**config.mk**
```make
export PLATFORM = sky130hd
export DESIGN_NAME = eeprom_wprot
export DESIGN_NICKNAME = d
export VERILOG_FILES = /design/src/rtl/eeprom_wprot_pkg.sv /design/src/rtl/eeprom_wprot_ctrl.sv /design/src/rtl/eeprom_wprot_dp.sv /design/src/rtl/eeprom_wprot.sv
export SDC_FILE = /design/constraint.sdc
export NUM_CORES = 1
export LEC_CHECK = 0
export ABC_AREA = 1
export BUFFER_PORTS_ARGS = -buffer_cell sky130_fd_sc_hd__buf_2
export CORE_AREA = 10 10 47 49
export CTS_CLUSTER_SIZE = 14
export DETAILED_ROUTE_END_ITERATION = 7
export DIE_AREA = 0 0 57 59
export HOLD_SLACK_MARGIN = 0.15
export PLACE_DENSITY = 0.69
export SLEW_MARGIN = 20
export SYNTH_ARGS = -nofsm -noshare
export SYNTH_HDL_FRONTEND = slang
export SYNTH_SLANG_ARGS = --single-unit
```
**constraint.sdc**
```tcl
create_clock -name clk -period 1.7 [get_ports clk]
set_input_delay 0.255 -clock clk [delete_from_list [all_inputs] [get_ports clk]]
set_output_delay 0.255 -clock clk [all_outputs]
set_load 0.01 [all_outputs]
```
**src/rtl/eeprom_wprot_pkg.sv**
```systemverilog
package eeprom_wprot_pkg;

  typedef enum logic [1:0] {
    KIND_SETWEL = 2'd0,
    KIND_CLRWEL = 2'd1,
    KIND_ARRAY  = 2'd2,
    KIND_STATUS = 2'd3
  } reqKind_e;

  // Strobes from the decision logic to the register datapath
  typedef struct packed {
    logic       setWel;
    logic       clrWel;
    logic       loadNv;
    logic       grantNext;
    logic [2:0] nvNext;   // {pin enable, level[1:0]}
  } ctrlStrobe_t;

  localparam int SEG_BITS = 2;

endpackage

```
**src/rtl/eeprom_wprot_ctrl.sv**
```systemverilog
module eeprom_wprot_ctrl
  import eeprom_wprot_pkg::*;
(
  input  logic                reqValid,
  input  logic [1:0]          reqKind,
  input  logic [SEG_BITS-1:0] segSel,
  input  logic [2:0]          dataNv,
  input  logic                wpN,
  input  logic                busyIn,
  input  logic                welQ,
  input  logic                wpenQ,
  input  logic [1:0]          bpQ,
  output ctrlStrobe_t         strobe
);
  localparam int NUM_SEG = 1 << SEG_BITS;

  logic [NUM_SEG-1:0] segLocked;
  logic addrLocked;
  logic statusBlocked;
  logic accept;

  // One lock flag per segment, derived from the selected level
  for (genvar s = 0; s < NUM_SEG; s++) begin : g_seg
    localparam bit IN_TOP_QUARTER = (s >= NUM_SEG - NUM_SEG/4);
    localparam bit IN_TOP_HALF    = (s >= NUM_SEG/2);
    assign segLocked[s] = (bpQ == 2'b11)
                       || ((bpQ == 2'b10) && IN_TOP_HALF)
                       || ((bpQ == 2'b01) && IN_TOP_QUARTER);
  end

  assign addrLocked    = segLocked[segSel];
  assign statusBlocked = wpenQ && !wpN;
  assign accept        = reqValid && !busyIn;

  always_comb begin
    strobe        = '0;
    strobe.nvNext = dataNv;
    case (reqKind_e'(reqKind))
      KIND_SETWEL: strobe.setWel = accept;
      KIND_CLRWEL: strobe.clrWel = accept;
      KIND_ARRAY: begin
        strobe.clrWel    = accept;
        strobe.grantNext = accept && welQ && !addrLocked;
      end
      default: begin
        strobe.clrWel    = accept;
        strobe.grantNext = accept && welQ && !statusBlocked;
        strobe.loadNv    = accept && welQ && !statusBlocked;
      end
    endcase
  end

endmodule

```
**src/rtl/eeprom_wprot_dp.sv**
```systemverilog
module eeprom_wprot_dp
  import eeprom_wprot_pkg::*;
(
  input  logic        clk,
  input  logic        rstN,
  input  ctrlStrobe_t strobe,
  input  logic        busyIn,
  output logic        welQ,
  output logic        wpenQ,
  output logic [1:0]  bpQ,
  output logic        grant,
  output logic [7:0]  statusByte
);

  always_ff @(posedge clk) begin
    if (!rstN) begin
      welQ  <= 1'b0;
      wpenQ <= 1'b0;
      bpQ   <= 2'b00;
      grant <= 1'b0;
    end else begin
      grant <= strobe.grantNext;
      if (strobe.setWel)      welQ <= 1'b1;
      else if (strobe.clrWel) welQ <= 1'b0;
      if (strobe.loadNv) begin
        wpenQ <= strobe.nvNext[2];
        bpQ   <= strobe.nvNext[1:0];
      end
    end
  end

  assign statusByte = {wpenQ, 3'b000, bpQ, welQ, busyIn};

  // a grant never lasts two cycles
  assert_grant_pulse_R9: assert property (@(posedge clk) disable iff (!rstN)
    grant |=> !grant);

  // a grant needs the latch to have been set
  assert_grant_needs_latch_R3: assert property (@(posedge clk) disable iff (!rstN)
    grant |-> $past(welQ));

  // protection bits only move together with a grant
  assert_nv_moves_with_grant_R8: assert property (@(posedge clk) disable iff (!rstN)
    !$stable({wpenQ, bpQ}) |-> grant);

endmodule

```
**src/rtl/eeprom_wprot.sv**
```systemverilog
module eeprom_wprot
  import eeprom_wprot_pkg::*;
#(
  parameter int ADDR_W = 14
) (
  input  logic              clk,
  input  logic              rstN,
  input  logic              reqValid,
  input  logic [1:0]        reqKind,
  input  logic [ADDR_W-1:0] reqAddr,
  input  logic [7:0]        reqData,
  input  logic              wpN,
  input  logic              busyIn,
  output logic              grant,
  output logic [7:0]        statusByte,
  output logic [2:0]        nvBits
);
  ctrlStrobe_t strobe;
  logic welQ, wpenQ;
  logic [1:0] bpQ;
  logic unusedInputs;

  assign unusedInputs = ^{reqAddr[ADDR_W-SEG_BITS-1:0], reqData[6:4], reqData[1:0]};

  eeprom_wprot_ctrl u_ctrl (
    .reqValid (reqValid),
    .reqKind  (reqKind),
    .segSel   (reqAddr[ADDR_W-1 -: SEG_BITS]),
    .dataNv   ({reqData[7], reqData[3:2]}),
    .wpN      (wpN),
    .busyIn   (busyIn),
    .welQ     (welQ),
    .wpenQ    (wpenQ),
    .bpQ      (bpQ),
    .strobe   (strobe)
  );

  eeprom_wprot_dp u_dp (
    .clk        (clk),
    .rstN       (rstN),
    .strobe     (strobe),
    .busyIn     (busyIn),
    .welQ       (welQ),
    .wpenQ      (wpenQ),
    .bpQ        (bpQ),
    .grant      (grant),
    .statusByte (statusByte)
  );

  assign nvBits = {wpenQ, bpQ};

  // pin-guarded status write is never granted
  assert_pin_blocks_status_R7: assert property (@(posedge clk) disable iff (!rstN)
    (reqValid && !busyIn && reqKind == 2'd3 && wpenQ && !wpN) |=> (!grant && $stable(nvBits)));

  // full-array lock refuses every array write
  assert_full_lock_R4: assert property (@(posedge clk) disable iff (!rstN)
    (reqValid && !busyIn && reqKind == 2'd2 && bpQ == 2'b11) |=> !grant);

  // an accepted write leaves the latch clear
  assert_write_clears_latch_R9: assert property (@(posedge clk) disable iff (!rstN)
    (reqValid && !busyIn && reqKind[1]) |=> !statusByte[1]);

  // requests during busy change nothing
  assert_busy_ignores_R10: assert property (@(posedge clk) disable iff (!rstN)
    (reqValid && busyIn) |=> (!grant && $stable(statusByte[7:1])));

endmodule

```
==> impl_metrics.json <==
{
  "design_area_um2": 443,
  "slowest_stage": "dfxtp_1",
  "clk_latency_ns": 0.24,
  "drv_slew": 0,
  "finalCritPeriodShare": 0.627,
  "outcome": "complete, no violations",
  "slowest_delay_ns": 0.40,
  "cts_max_level": 1,
  "cts_buffers": 3,
  "dieArea_um2": 3360,
  "rsz0062_at_grt": "no",
  "min_to": "u_dp.wpenQ$_SDFFE_PN0P_",
  "ir_worst_vdd_v": 0.000262,
  "final_nets": 105,
  "critPathArrivalTime_ns": 0.81,
  "grt_pass1_vias": 349,
  "rr_startpoint": "u_dp.welQ$_SDFFE_PN0P_",
  "firstDrtPassIters": 5,
  "min_from": "rstN",
  "critical_path.cell_chain": "buf_2",
  "clockBufferDepth": 2,
  "ys_ff_latch": 5,
  "cts_hold_buf": 0,
  "cts_setup_buffers": 0,
  "crit_required_ns": 1.44,
  "reg2reg_to": "u_dp.bpQ[1]$_SDFFE_PN0P_",
  "area_delta_synth_final_pct": 24.2,
  "avgSynthCellArea_um2": 6.15,
  "initialDrtViolationCount": 6,
  "dp_slack_ns": 0.724,
  "fin_skew_ns": 0.00380,
  "setup_tns_ns": 0,
  "tritoncts": "built",
  "finalSetupViolCount": 0,
  "critPathKind": "flip-flop to output port",
  "synth_area_um2": 357,
  "wl_met3_um": 112,
  "n_antenna_cell": 0,
  "fp.dieH_um": 59,
  "wl_met1_um": 368,
  "start_util": 0.254,
  "top_layer": "met4",
  "clock-sinks": 5,
  "route.detailed.drc": 0,
  "route.met2.wl_um": 403,
  "netlist_top_cells_area": "dfxtp_1 28%, buf_4 19%, nand2_1 16%",
  "cp_top_family": "flip-flops",
  "holdWs_ns": 0.269,
  "crit_path_end_kind": "output port",
  "cap_violations": 0,
  "synth_top_area_share": 0.281,
  "reg2reg_depth": 5,
  "antenna_found_initial": 0,
  "min-delay-path-class": "input port to flip-flop",
  "startpoint": "u_dp.wpenQ$_SDFFE_PN0P_",
  "grtUsageTotal": 0.0541,
  "io_buffers": 20,
  "final_common_cell": "buf_2",
  "grt.overflow.total": 0,
  "routedWlPerCell_um": 9.87,
  "final_hold_viol_count": 0,
  "post-route-min-period_ns": 1.07,
  "die_x_um": 57,
  "core-area_um2": 1400,
  "ys_seq_area_frac": 0.281,
  "finish.utilization": 0.316,
  "pin_count": 41,
  "worst_slack_ns": 0.634,
  "r2r_setup_slack_ns": 0.80,
  "drive_above_1_share": 0.347,
  "vias": 351,
  "critPathLaunchType": "flip-flop",
  "path_buf_inv": 1,
  "synth_area_leader_cell": "dfxtp_1",
  "synthCells": 58,
  "cts_root_buffer": "clkbuf_4",
  "fmax_ghz": 0.939,
  "critPathMaxFanout": 5,
  "layout_common_cells": "20 x buf_2, 15 x nand2_1, 10 x inv_1",
  "p_leak_nw": 0.265,
  "vias_per_cell": 3.86,
  "dp_hpwl_um": 753,
  "row_count": 14,
  "path_clk_slew_ns": 0.05,
  "hold_depth": 3,
  "yosysWarnings": 0,
  "netlist-cell-type-count": 13,
  "dpl_cell_area_um2": 417,
  "grt_pass1_wl_um": 1450,
  "grt_max_degree": 6,
  "wirelength_um": 898,
  "power_per_cell_area_nw_per_um2": 690,
  "post_cts_resized": 0,
  "antenna_left": 0,
  "routabilityCongestion": 0.765
}
## per-layer routing
layer	vias to the layer above	global-route usage
li1	193	-
met1	135	0.0524
met2	21	0.0868
met3	2	0.0343
met4	0	0.0302
met5	-	0
## cells by family (layout without fill, tap and decap cells)
family          after synthesis  after routing  share of synthesized area
simple gates                 29             29                      0.340
buf+inv                      19             34                      0.295
flops                         5              5                      0.281
compound gates                4              4                     0.0737
other cells                   1              3                     0.0105
## through the flow
step / total power, mW / instances
floorplan: 0.156 / 60
global placement: 0.167 / 87
detailed placement: 0.168 / 87
CTS: 0.310 / 91
global route: 0.325 / 91
finish: 0.306 / 91
## cell usage after synthesis
cell and number:
nand3_2 1, inv_1 10, a21oi_2 1, dfxtp_1 5, a21boi_1 1, nor2_2 1
conb_1 1, buf_4 9, nand3_1 3, nor2_1 9, a21oi_1 1, o21ai_0 1
nand2_1 15
## registers in the layout, summed over array words and instances, names as in the netlist
| register | count |
|---|---|
| u_dp.wpenQ | 1 |
| u_dp.bpQ | 2 |
| u_dp.grant | 1 |
| u_dp.welQ | 1 |
## power by group
group          total, mW  internal (mW)  leakage [nW]  switching [mW]
registers          0.122          0.120        0.0405         0.00211
logic             0.0445         0.0190         0.210          0.0255
clock network      0.139         0.0888        0.0150          0.0503
total              0.306          0.228         0.265          0.0779
## how the worst max path moves through the flow
stage,cells past startpoint,endpoint
6_report,1,nvBits[2]
5_1_grt,1,nvBits[2]
4_1_cts,1,nvBits[2]
3_5_place_dp,7,u_dp.bpQ[1]$_SDFFE_PN0P_
3_3_place_gp,7,u_dp.bpQ[0]$_SDFFE_PN0P_
2_1_floorplan,5,u_dp.bpQ[1]$_SDFFE_PN0P_
## final cells by class
| class | count | area (um2) |
|---|---|---|
| fill | 163 | 958 |
| multi-input combinational | 36 | 159 |
| sequential | 5 | 100 |
| timing repair buffer | 20 | 100 |
| inverter | 10 | 37.5 |
| clock buffer | 4 | 26.3 |
| tap | 16 | 20.0 |
Power figures use the tool's default switching activity.
